--- src/rtl/bcc_pkg.sv ---
package bcc_pkg;

    localparam int LANE_W = 8;
    localparam int DATA_W = 2 * LANE_W;

    typedef enum logic [2:0] {
        CK_MEMRD = 3'd0,
        CK_MEMWR = 3'd1,
        CK_IORD  = 3'd2,
        CK_IOWR  = 3'd3,
        CK_INTA  = 3'd4,
        CK_HALT  = 3'd5
    } cyc_kind_e;

    typedef enum logic [1:0] {
        PH_IDLE = 2'd0,
        PH_STAT = 2'd1,
        PH_CMD  = 2'd2,
        PH_HOLD = 2'd3
    } phase_e;

    typedef enum logic [1:0] {
        LN_WORD = 2'd0,
        LN_EVEN = 2'd1,
        LN_ODD  = 2'd2
    } lane_e;

    localparam logic [2:0] STAT_PASSIVE = 3'b111;

    typedef struct packed {
        cyc_kind_e          kind;
        lane_e              lane;
        logic [DATA_W-1:0]  wdata;
    } cyc_req_t;

    // Unused codes fall back to a halt cycle.
    function automatic cyc_kind_e norm_kind(input logic [2:0] code);
        if (code > 3'd5) return CK_HALT;
        return cyc_kind_e'(code);
    endfunction

    function automatic logic no_addr(input cyc_kind_e k);
        return (k == CK_INTA) || (k == CK_HALT);
    endfunction

    function automatic logic is_read(input cyc_kind_e k);
        return (k == CK_MEMRD) || (k == CK_IORD);
    endfunction

    function automatic logic is_write(input cyc_kind_e k);
        return (k == CK_MEMWR) || (k == CK_IOWR);
    endfunction

    function automatic logic is_mem(input cyc_kind_e k);
        return (k == CK_MEMRD) || (k == CK_MEMWR);
    endfunction

    // Misaligned words are not split: the odd address wins.
    function automatic lane_e pick_lane(input cyc_kind_e k, input logic word, input logic a0);
        if (no_addr(k)) return LN_EVEN;
        if (a0)         return LN_ODD;
        if (word)       return LN_WORD;
        return LN_EVEN;
    endfunction

    // Returns {bhe_n, a0}.
    function automatic logic [1:0] lane_pins(input lane_e l);
        case (l)
            LN_WORD: return 2'b00;
            LN_ODD:  return 2'b01;
            default: return 2'b10;
        endcase
    endfunction

    function automatic logic [DATA_W-1:0] place_wdata(input lane_e l, input logic [DATA_W-1:0] w);
        if (l == LN_WORD) return w;
        return {2{w[LANE_W-1:0]}};
    endfunction

endpackage

--- src/rtl/bcc_sequencer.sv ---
module bcc_sequencer
    import bcc_pkg::*;
(
    input  logic   clk,
    input  logic   rst,
    input  logic   req_valid,
    input  logic   hold_req,
    input  logic   ready,
    input  logic   cur_halt,
    output phase_e phase,
    output logic   accept,
    output logic   cyc_end
);

    phase_e ph_q, ph_d;
    logic   free;

    always_comb begin
        cyc_end = ((ph_q == PH_CMD) && ready) || ((ph_q == PH_STAT) && cur_halt);
        free    = (ph_q == PH_IDLE) || cyc_end;
        accept  = free && !hold_req && req_valid;
        ph_d    = ph_q;
        if (free) begin
            if (hold_req)       ph_d = PH_HOLD;
            else if (req_valid) ph_d = PH_STAT;
            else                ph_d = PH_IDLE;
        end else begin
            case (ph_q)
                PH_STAT: ph_d = PH_CMD;
                PH_HOLD: if (!hold_req) ph_d = PH_IDLE;
                default: ph_d = ph_q;
            endcase
        end
    end

    always_ff @(posedge clk) begin
        if (rst) ph_q <= PH_IDLE;
        else     ph_q <= ph_d;
    end

    assign phase = ph_q;

endmodule

--- src/rtl/bcc_req_latch.sv ---
module bcc_req_latch
    import bcc_pkg::*;
#(
    parameter int ADDR_W = 20
) (
    input  logic               clk,
    input  logic               rst,
    input  logic               accept,
    input  logic [2:0]         req_kind,
    input  logic [ADDR_W-1:0]  req_addr,
    input  logic               req_word,
    input  logic [DATA_W-1:0]  req_wdata,
    output cyc_req_t           cur,
    output logic [ADDR_W-1:0]  cur_addr
);

    cyc_kind_e k_in;

    always_comb k_in = norm_kind(req_kind);

    always_ff @(posedge clk) begin
        if (rst) begin
            cur.kind  <= CK_MEMRD;
            cur.lane  <= LN_EVEN;
            cur.wdata <= '0;
            cur_addr  <= '0;
        end else if (accept) begin
            cur.kind  <= k_in;
            cur.lane  <= pick_lane(k_in, req_word, req_addr[0]);
            cur.wdata <= req_wdata;
            cur_addr  <= no_addr(k_in) ? '0 : req_addr;
        end
    end

endmodule

--- src/rtl/bcc_pin_drive.sv ---
module bcc_pin_drive
    import bcc_pkg::*;
#(
    parameter int ADDR_W = 20
) (
    input  phase_e             phase,
    input  cyc_req_t           cur,
    input  logic [ADDR_W-1:0]  cur_addr,
    output logic [2:0]         stat,
    output logic [ADDR_W-1:0]  bus_addr,
    output logic               bhe_n,
    output logic               mio,
    output logic               rd_n,
    output logic               wr_n,
    output logic               inta_n,
    output logic               bus_doe,
    output logic [DATA_W-1:0]  bus_dout,
    output logic               hold_ack
);

    logic       active, cmd;
    logic [1:0] pins;

    always_comb begin
        active   = (phase == PH_STAT) || (phase == PH_CMD);
        cmd      = (phase == PH_CMD);
        pins     = lane_pins(cur.lane);
        stat     = (phase == PH_STAT) ? cur.kind : STAT_PASSIVE;
        bus_addr = active ? {cur_addr[ADDR_W-1:1], pins[0]} : '0;
        bhe_n    = active ? pins[1] : 1'b1;
        mio      = active && is_mem(cur.kind);
        rd_n     = !(cmd && is_read(cur.kind));
        wr_n     = !(cmd && is_write(cur.kind));
        inta_n   = !(cmd && (cur.kind == CK_INTA));
        bus_doe  = cmd && is_write(cur.kind);
        bus_dout = bus_doe ? place_wdata(cur.lane, cur.wdata) : '0;
        hold_ack = (phase == PH_HOLD);
    end

endmodule

--- src/rtl/bcc_capture.sv ---
module bcc_capture
    import bcc_pkg::*;
(
    input  logic               clk,
    input  logic               rst,
    input  logic               cyc_end,
    input  cyc_kind_e          kind,
    input  lane_e              lane,
    input  logic [DATA_W-1:0]  bus_din,
    output logic               done,
    output logic [DATA_W-1:0]  rdata
);

    logic [LANE_W-1:0] lanes [2];
    logic [DATA_W-1:0] steered;
    logic              takes_data;

    for (genvar g = 0; g < 2; g++) begin : g_lane
        assign lanes[g] = bus_din[g*LANE_W +: LANE_W];
    end

    always_comb begin
        takes_data = is_read(kind) || (kind == CK_INTA);
        case (lane)
            LN_WORD: steered = bus_din;
            LN_ODD:  steered = {{LANE_W{1'b0}}, lanes[1]};
            default: steered = {{LANE_W{1'b0}}, lanes[0]};
        endcase
        if (!takes_data) steered = '0;
    end

    always_ff @(posedge clk) begin
        if (rst) begin
            done  <= 1'b0;
            rdata <= '0;
        end else begin
            done <= cyc_end;
            if (cyc_end) rdata <= steered;
        end
    end

endmodule

--- src/rtl/bus_cycle_ctrl.sv ---
module bus_cycle_ctrl
    import bcc_pkg::*;
#(
    parameter int ADDR_W = 20
) (
    input  logic               clk,
    input  logic               rst,
    input  logic               req_valid,
    input  logic [2:0]         req_kind,
    input  logic [ADDR_W-1:0]  req_addr,
    input  logic               req_word,
    input  logic [15:0]        req_wdata,
    output logic               req_accept,
    output logic               done,
    output logic [15:0]        rdata,
    output logic [1:0]         phase,
    output logic [2:0]         stat,
    output logic [ADDR_W-1:0]  bus_addr,
    output logic               bhe_n,
    output logic               mio,
    output logic               rd_n,
    output logic               wr_n,
    output logic               inta_n,
    output logic               bus_doe,
    output logic [15:0]        bus_dout,
    input  logic [15:0]        bus_din,
    input  logic               ready,
    input  logic               hold_req,
    output logic               hold_ack
);

    phase_e             ph;
    cyc_req_t           cur;
    logic [ADDR_W-1:0]  cur_addr;
    logic               cyc_end;
    logic               cur_halt;

    assign cur_halt = (cur.kind == CK_HALT);
    assign phase    = ph;

    bcc_sequencer u_seq (
        .clk       (clk),
        .rst       (rst),
        .req_valid (req_valid),
        .hold_req  (hold_req),
        .ready     (ready),
        .cur_halt  (cur_halt),
        .phase     (ph),
        .accept    (req_accept),
        .cyc_end   (cyc_end)
    );

    bcc_req_latch #(.ADDR_W(ADDR_W)) u_latch (
        .clk       (clk),
        .rst       (rst),
        .accept    (req_accept),
        .req_kind  (req_kind),
        .req_addr  (req_addr),
        .req_word  (req_word),
        .req_wdata (req_wdata),
        .cur       (cur),
        .cur_addr  (cur_addr)
    );

    bcc_pin_drive #(.ADDR_W(ADDR_W)) u_pins (
        .phase    (ph),
        .cur      (cur),
        .cur_addr (cur_addr),
        .stat     (stat),
        .bus_addr (bus_addr),
        .bhe_n    (bhe_n),
        .mio      (mio),
        .rd_n     (rd_n),
        .wr_n     (wr_n),
        .inta_n   (inta_n),
        .bus_doe  (bus_doe),
        .bus_dout (bus_dout),
        .hold_ack (hold_ack)
    );

    bcc_capture u_cap (
        .clk     (clk),
        .rst     (rst),
        .cyc_end (cyc_end),
        .kind    (cur.kind),
        .lane    (cur.lane),
        .bus_din (bus_din),
        .done    (done),
        .rdata   (rdata)
    );

endmodule

--- config.mk ---
export PLATFORM = sky130hd
export DESIGN_NAME = bus_cycle_ctrl
export DESIGN_NICKNAME = d
export VERILOG_FILES = /design/src/rtl/bcc_pkg.sv /design/src/rtl/bcc_sequencer.sv /design/src/rtl/bcc_req_latch.sv /design/src/rtl/bcc_pin_drive.sv /design/src/rtl/bcc_capture.sv /design/src/rtl/bus_cycle_ctrl.sv
export SDC_FILE = /design/constraint.sdc
export NUM_CORES = 1
export LEC_CHECK = 0
export BUFFER_PORTS_ARGS = -buffer_cell sky130_fd_sc_hd__buf_2
export CELL_PAD_IN_SITES_DETAIL_PLACEMENT = 0
export CELL_PAD_IN_SITES_GLOBAL_PLACEMENT = 1
export CORE_MARGIN = 2
export CORE_UTILIZATION = 31
export DETAILED_ROUTE_END_ITERATION = 8
export GPL_ROUTABILITY_DRIVEN = 0
export PLACE_DENSITY_LB_ADDON = 0.1
export SYNTH_ARGS = -nofsm -noshare
export SYNTH_HDL_FRONTEND = slang
export SYNTH_HIERARCHICAL = 1
export SYNTH_SLANG_ARGS = --single-unit
--- constraint.sdc ---
create_clock -name clk -period 1.65 [get_ports clk]
set_input_delay 0.0825 -clock clk [delete_from_list [all_inputs] [get_ports clk]]
set_output_delay 0.0825 -clock clk [all_outputs]
set_load 0.02 [all_outputs]
==> results of run 1 <==
==> power by group <==
| group | total [W] | leakage [nW] | internal, W | switching (W) |
|---|---|---|---|---|
| Clock | 0.00164 | 0.131 | 0.00106 | 0.000578 |
| Combinational | 0.000647 | 1.50 | 0.000322 | 0.000325 |
| Sequential | 0.00151 | 0.483 | 0.00148 | 0.0000326 |
==> worst max path at each step <==
stage	to	slack [ns]	start
final	u_latch/cur_addr[11]$_SDFFE_PP0P_	-0.02	u_latch/cur[18]$_SDFFE_PP0P_
after global routing	u_latch/cur_addr[8]$_SDFFE_PP0P_	-0.12	u_latch/cur[19]$_SDFFE_PP0P_
after CTS	u_latch/cur_addr[1]$_SDFFE_PP0P_	-0.05	u_latch/cur[19]$_SDFFE_PP0P_
after detailed placement	u_latch/cur_addr[1]$_SDFFE_PP0P_	0.04	u_latch/cur[18]$_SDFFE_PP0P_
after global placement	u_cap/rdata[10]$_SDFFE_PP0P_	0.05	u_latch/cur[18]$_SDFFE_PP0P_
after floorplan	u_latch/cur[19]$_SDFFE_PP0P_	-0.07	u_latch/cur[19]$_SDFFE_PP0P_
==> state kept, by name, indices dropped and copies added, names as in the netlist <==
register,cells
u_cap/done,1
u_latch/cur,20
u_seq/phase,2
u_latch/cur_addr,20
u_cap/rdata,16
==> tightest hold or removal path, stage by stage <==
cell	delay, ns
buf_2	0.08
mux2i_1	0.06
nor2_1	0.08
==> per-stage QoR <==
stage,TNS (ns),worst slack (ns)
floorplan,-1.48,-0.0661
global placement,0,0.0488
detailed placement,0,0.0369
CTS,-0.371,-0.0505
global route,-3.38,-0.123
finish,-0.0224,-0.0153
==> layer usage <==
layer | vias to the layer above | global-route usage
met3 | 8 | 0.0404
met1 | 1253 | 0.214
li1 | 1413 | -
met5 | - | 0
met2 | 80 | 0.260
met4 | 0 | 0.0474
==> timing repair <==
item	4_1_cts	5_1_grt
setup endpoints to repair	41	80
pin swaps	4	13
gates resized for setup	18	42
endpoints found under the hold margin	34	0
setup buffers	5	5
hold buffers	34	0
gates cloned	1	1
==> area by class of cell <==
type                            instances  area (um^2)
Inverter                                6         26.3
Timing Repair inverter                  1         7.51
Timing Repair Buffer                  188         1360
Clock buffer                           13          190
Tap cell                              111          139
Sequential cell                        59         1200
Multi-Input combinational cell        227         1590
Fill cell                             899         4480
Clock inverter                          3         65.1
==> results_dict.tcl, run 1 <==
set metrics [dict create \
    status "finished with violations" \
    violations "setup timing" \
    rows 35 \
    rsz0062_at_grt "yes" \
    ant_nets 0 \
    crit_cells 9 \
    cp_num_buf_inv 2 \
    cts.sinks 59 \
    dp_cells 547 \
    insertion_delay_ns 0.33 \
    io_buffers 126 \
    power_w 0.00380 \
    final_cells 608 \
    clkSlewWorstSetupHoldPaths_ns 0.07 \
    wl_met3_um 401 \
    holdCritStartpoint "req_wdata[15]" \
    synth_nets 373 \
    drt_wl_total_mm 8.05 \
    syn_area_um2 2850 \
    hold_end "u_latch/cur[15]$_SDFFE_PP0P_" \
    fmax_mhz 600 \
    top_layer_used "met4" \
    grt_start_max_net_pins 35 \
    hold_path.class "in -> reg" \
    worst_slew_pin_slew_ns 0.447 \
    via_per_inst 4.53 \
    start_kind "flip-flop" \
    grt.overflow.total 0 \
    hold_viol 0 \
    slew_viol_final 0 \
    post_drt_wl_per_cell_um 13.2 \
    period_minus_slack_ns 1.67 \
    hold_depth 3 \
    holdWs_ns 0.0172 \
    wl_met2_mm 3.75 \
    r2r_cells 9 \
    clockBufferDepth 2 \
    die_area_um2 9990 \
    fin_area_um2 4580 \
    path_cells "and3b_1 > nor2b_1 > o22ai_1 > and3b_2 > buf_6 > and2b_4 > buf_12 > a21oi_2 > nor2_1" \
    drc 0 \
    critical_path_peak_fanout 8 \
    end_kind "flip-flop" \
    drtIter0Drc 51 \
    vdd_drop_max_v 0.000553 \
    boundaryPins 127 \
    slowest_delay_ns 0.34 \
    antenna_found_initial 0 \
    max-cap-violations 0 \
    dr.pass1.iters 4 \
    worst_ep_required_time_ns 1.88 \
    r2r_setup_slack_ns -0.02 \
    numCtsBuffers 9 \
    dpl.hpwl_mm 5.41 \
    htree_levels 3 \
    r2r_end "u_latch/cur_addr[11]$_SDFFE_PP0P_" \
    critPathKind "reg -> reg" \
    grt_pass1_wl_mm 12.8 \
    die_w_um 100 \
    min_period_over_period 1.01 \
    core_area_um2 9060 \
    area_delta_synth_final_pct 60.5 \
    wl_met1_mm 3.81 \
    dpl_cell_area_um2 3710 \
    cp_top_family "simple AND/OR/NAND/NOR gates" \
    vias 2754 \
    initial_core_util 0.315 \
    final_util 0.505 \
    leakagePower_nw 2.11 \
    final_cell_mix "109 x buf_2, 52 x dfxtp_1, 50 x nor2_1" \
    skew_ns 0.0104 \
    grt.total_usage 0.161 \
    synthCells 309 \
    fin_nets 556 \
    cts_tree "yes" \
    setup_violations 2 \
    reg2reg_from "u_latch/cur[18]$_SDFFE_PP0P_" \
    die_h_um 100 \
    relSlewSlack 0.702 \
    yosys_warnings 6 \
    layout-drive-gt1-share 0.463 \
    crit_arrival_ns 1.89 \
    p_per_area_nw_per_um2 829 \
    cts-root-buf "clkbuf_8" \
    post_synth.cell_area_avg_um2 9.24 \
    n_antenna_cell 0 \
    grt_pass1_vias 2636 \
    cpMaxStageDelayCell "dfxtp_4" \
    final.setup.worst_slack_ns -0.0153 \
    final_common_cell "buf_2" \
]
No activity file was read; power rests on OpenSTA's default activity.
==> run 2, diff against run 1 <==
SETUP_SLACK_MARGIN = 0.2   (was not set)
==> results_dict.tcl, run 2 (synthesized netlist as in run 1, its figures left out) <==
set metrics [dict create \
    status "finished with violations" \
    violations "setup timing" \
    crit_arrival_ns 1.60 \
    htree_levels 3 \
    hold_path.class "in -> reg" \
    ant_nets 0 \
    dr.pass1.iters 4 \
    insertion_delay_ns 0.33 \
    via_per_inst 4.61 \
    n_antenna_cell 0 \
    grt.overflow.total 0 \
    start_kind "flip-flop" \
    cts-root-buf "clkbuf_8" \
    grt.total_usage 0.174 \
    core_area_um2 9060 \
    fin_nets 583 \
    skew_ns 0.00463 \
    fmax_mhz 593 \
    layout-drive-gt1-share 0.549 \
    final_common_cell "buf_2" \
    p_per_area_nw_per_um2 691 \
    drt_wl_total_mm 8.71 \
    io_buffers 126 \
    drtIter0Drc 38 \
    worst_ep_required_time_ns 1.57 \
    slowest_delay_ns 0.34 \
    critPathKind "reg -> out" \
    die_h_um 100 \
    cpMaxStageDelayCell "dfxtp_4" \
    rows 35 \
    cp_top_family "simple AND/OR/NAND/NOR gates" \
    final_util 0.574 \
    dpl.hpwl_mm 5.50 \
    boundaryPins 127 \
    hold_viol 0 \
    fin_area_um2 5200 \
    vias 2922 \
    path_cells "and3b_1 > nor2b_1 > o22ai_1 > and3b_2 > buf_6 > buf_6" \
    cp_num_buf_inv 2 \
    power_w 0.00360 \
    rsz0062_at_grt "yes" \
    end_kind "output port" \
    post_drt_wl_per_cell_um 13.7 \
    relSlewSlack 0.672 \
    period_minus_slack_ns 1.69 \
    top_regs "u_latch/cur: 20 flops, u_latch/cur_addr: 20 flops, u_cap/rdata: 16 flops" \
    slew_viol_final 0 \
    final_cell_mix "83 x buf_2, 52 x dfxtp_1, 51 x buf_6" \
    max-cap-violations 0 \
    cts_tree "yes" \
    grt_pass1_vias 2786 \
    numCtsBuffers 9 \
    dpl_cell_area_um2 3740 \
    initial_core_util 0.315 \
    cp_common_cell "buf_6" \
    antenna_found_initial 0 \
    clockBufferDepth 2 \
    vdd_drop_max_v 0.000405 \
    die_area_um2 9990 \
    worst_slew_pin_slew_ns 0.491 \
    area_delta_synth_final_pct 82.3 \
    cts.sinks 59 \
    die_w_um 100 \
    leakagePower_nw 2.30 \
    grt_pass1_wl_mm 13.7 \
    critical_path_peak_fanout 4 \
    grt_start_max_net_pins 23 \
    min_period_over_period 1.02 \
    setup_violations 5 \
    clkSlewWorstSetupHoldPaths_ns 0.07 \
    drc 0 \
    holdWs_ns 0.0291 \
    final.setup.worst_slack_ns -0.0370 \
]
==> run 2: layout make-up <==
cell class / count / area (um^2)
flip-flops and latches: 59 / 1200
well taps: 111 / 139
repair buffers: 215 / 1840
clock inverters: 5 / 27.5
fillers: 824 / 3860
repair inverters: 1 / 7.51
clock buffers: 10 / 149
multi-input cells: 227 / 1810
inverters: 6 / 26.3
==> run 2: timing repair <==
item                                    4_1_cts  5_1_grt
hold buffers                                 37        0
endpoints found under the setup margin       99      101
hold endpoints to repair                     37        0
buffers inserted                             15       11
cloned                                        3        1
gates resized for setup                     105       72
pin swaps                                    24       25
==> run 2: power breakdown <==
| part | total (W) | internal, W | leakage, nW | switching, W |
|---|---|---|---|---|
| Clock | 0.00120 | 0.000617 | 0.0928 | 0.000584 |
| Sequential | 0.00151 | 0.00147 | 0.483 | 0.0000333 |
| Combinational | 0.000888 | 0.000477 | 1.73 | 0.000411 |
==> run 2: worst reg2reg max path, cell delays in order (launching register included) <==
cell and delay [ns]:
dfxtp_2 0.31, and3b_1 0.22, nor2b_1 0.06, o22ai_1 0.11, and3b_2 0.29, buf_6 0.15
buf_12 0.10, and2b_1 0.17, a21oi_2 0.09, nor2_1 0.04
==> run 2: per-layer routing <==
metal,vias up,wire length [um],GRT usage,part of all wire
met1,1356,3890,0.224,0.45
met2,92,4230,0.287,0.49
met4,0,83,0.0601,0.0095
met3,9,504,0.0404,0.058
li1,1465,-,-,-
met5,-,0,0,0
==> run 2: stage by stage <==
stage | std cells | setup TNS [ns] | setup WS, ns
6_report | 634 | -0.0662 | -0.0370
5_1_grt | 634 | -2.98 | -0.133
4_1_cts | 622 | -0.115 | -0.0248
3_5_place_dp | 552 | 0 | 0.00246
3_3_place_gp | 552 | 0 | 0.0364
2_1_floorplan | 309 | -1.63 | -0.0759
==> run 2: path summary, 6_finish.rpt <==
| check | from | end | slack [ns] | depth (start not counted) |
|---|---|---|---|---|
| min | req_addr[13] | u_latch/cur_addr[13]$_SDFFE_PP0P_ | 0.03 | 3 |
| max reg2reg | u_latch/cur[19]$_SDFFE_PP0P_ | u_latch/cur_addr[16]$_SDFFE_PP0P_ | -0.02 | 9 |
| min reg2reg | u_cap/rdata[3]$_SDFFE_PP0P_ | u_cap/rdata[3]$_SDFFE_PP0P_ | 0.44 | 2 |
| max | u_latch/cur[18]$_SDFFE_PP0P_ | req_accept | -0.04 | 6 |
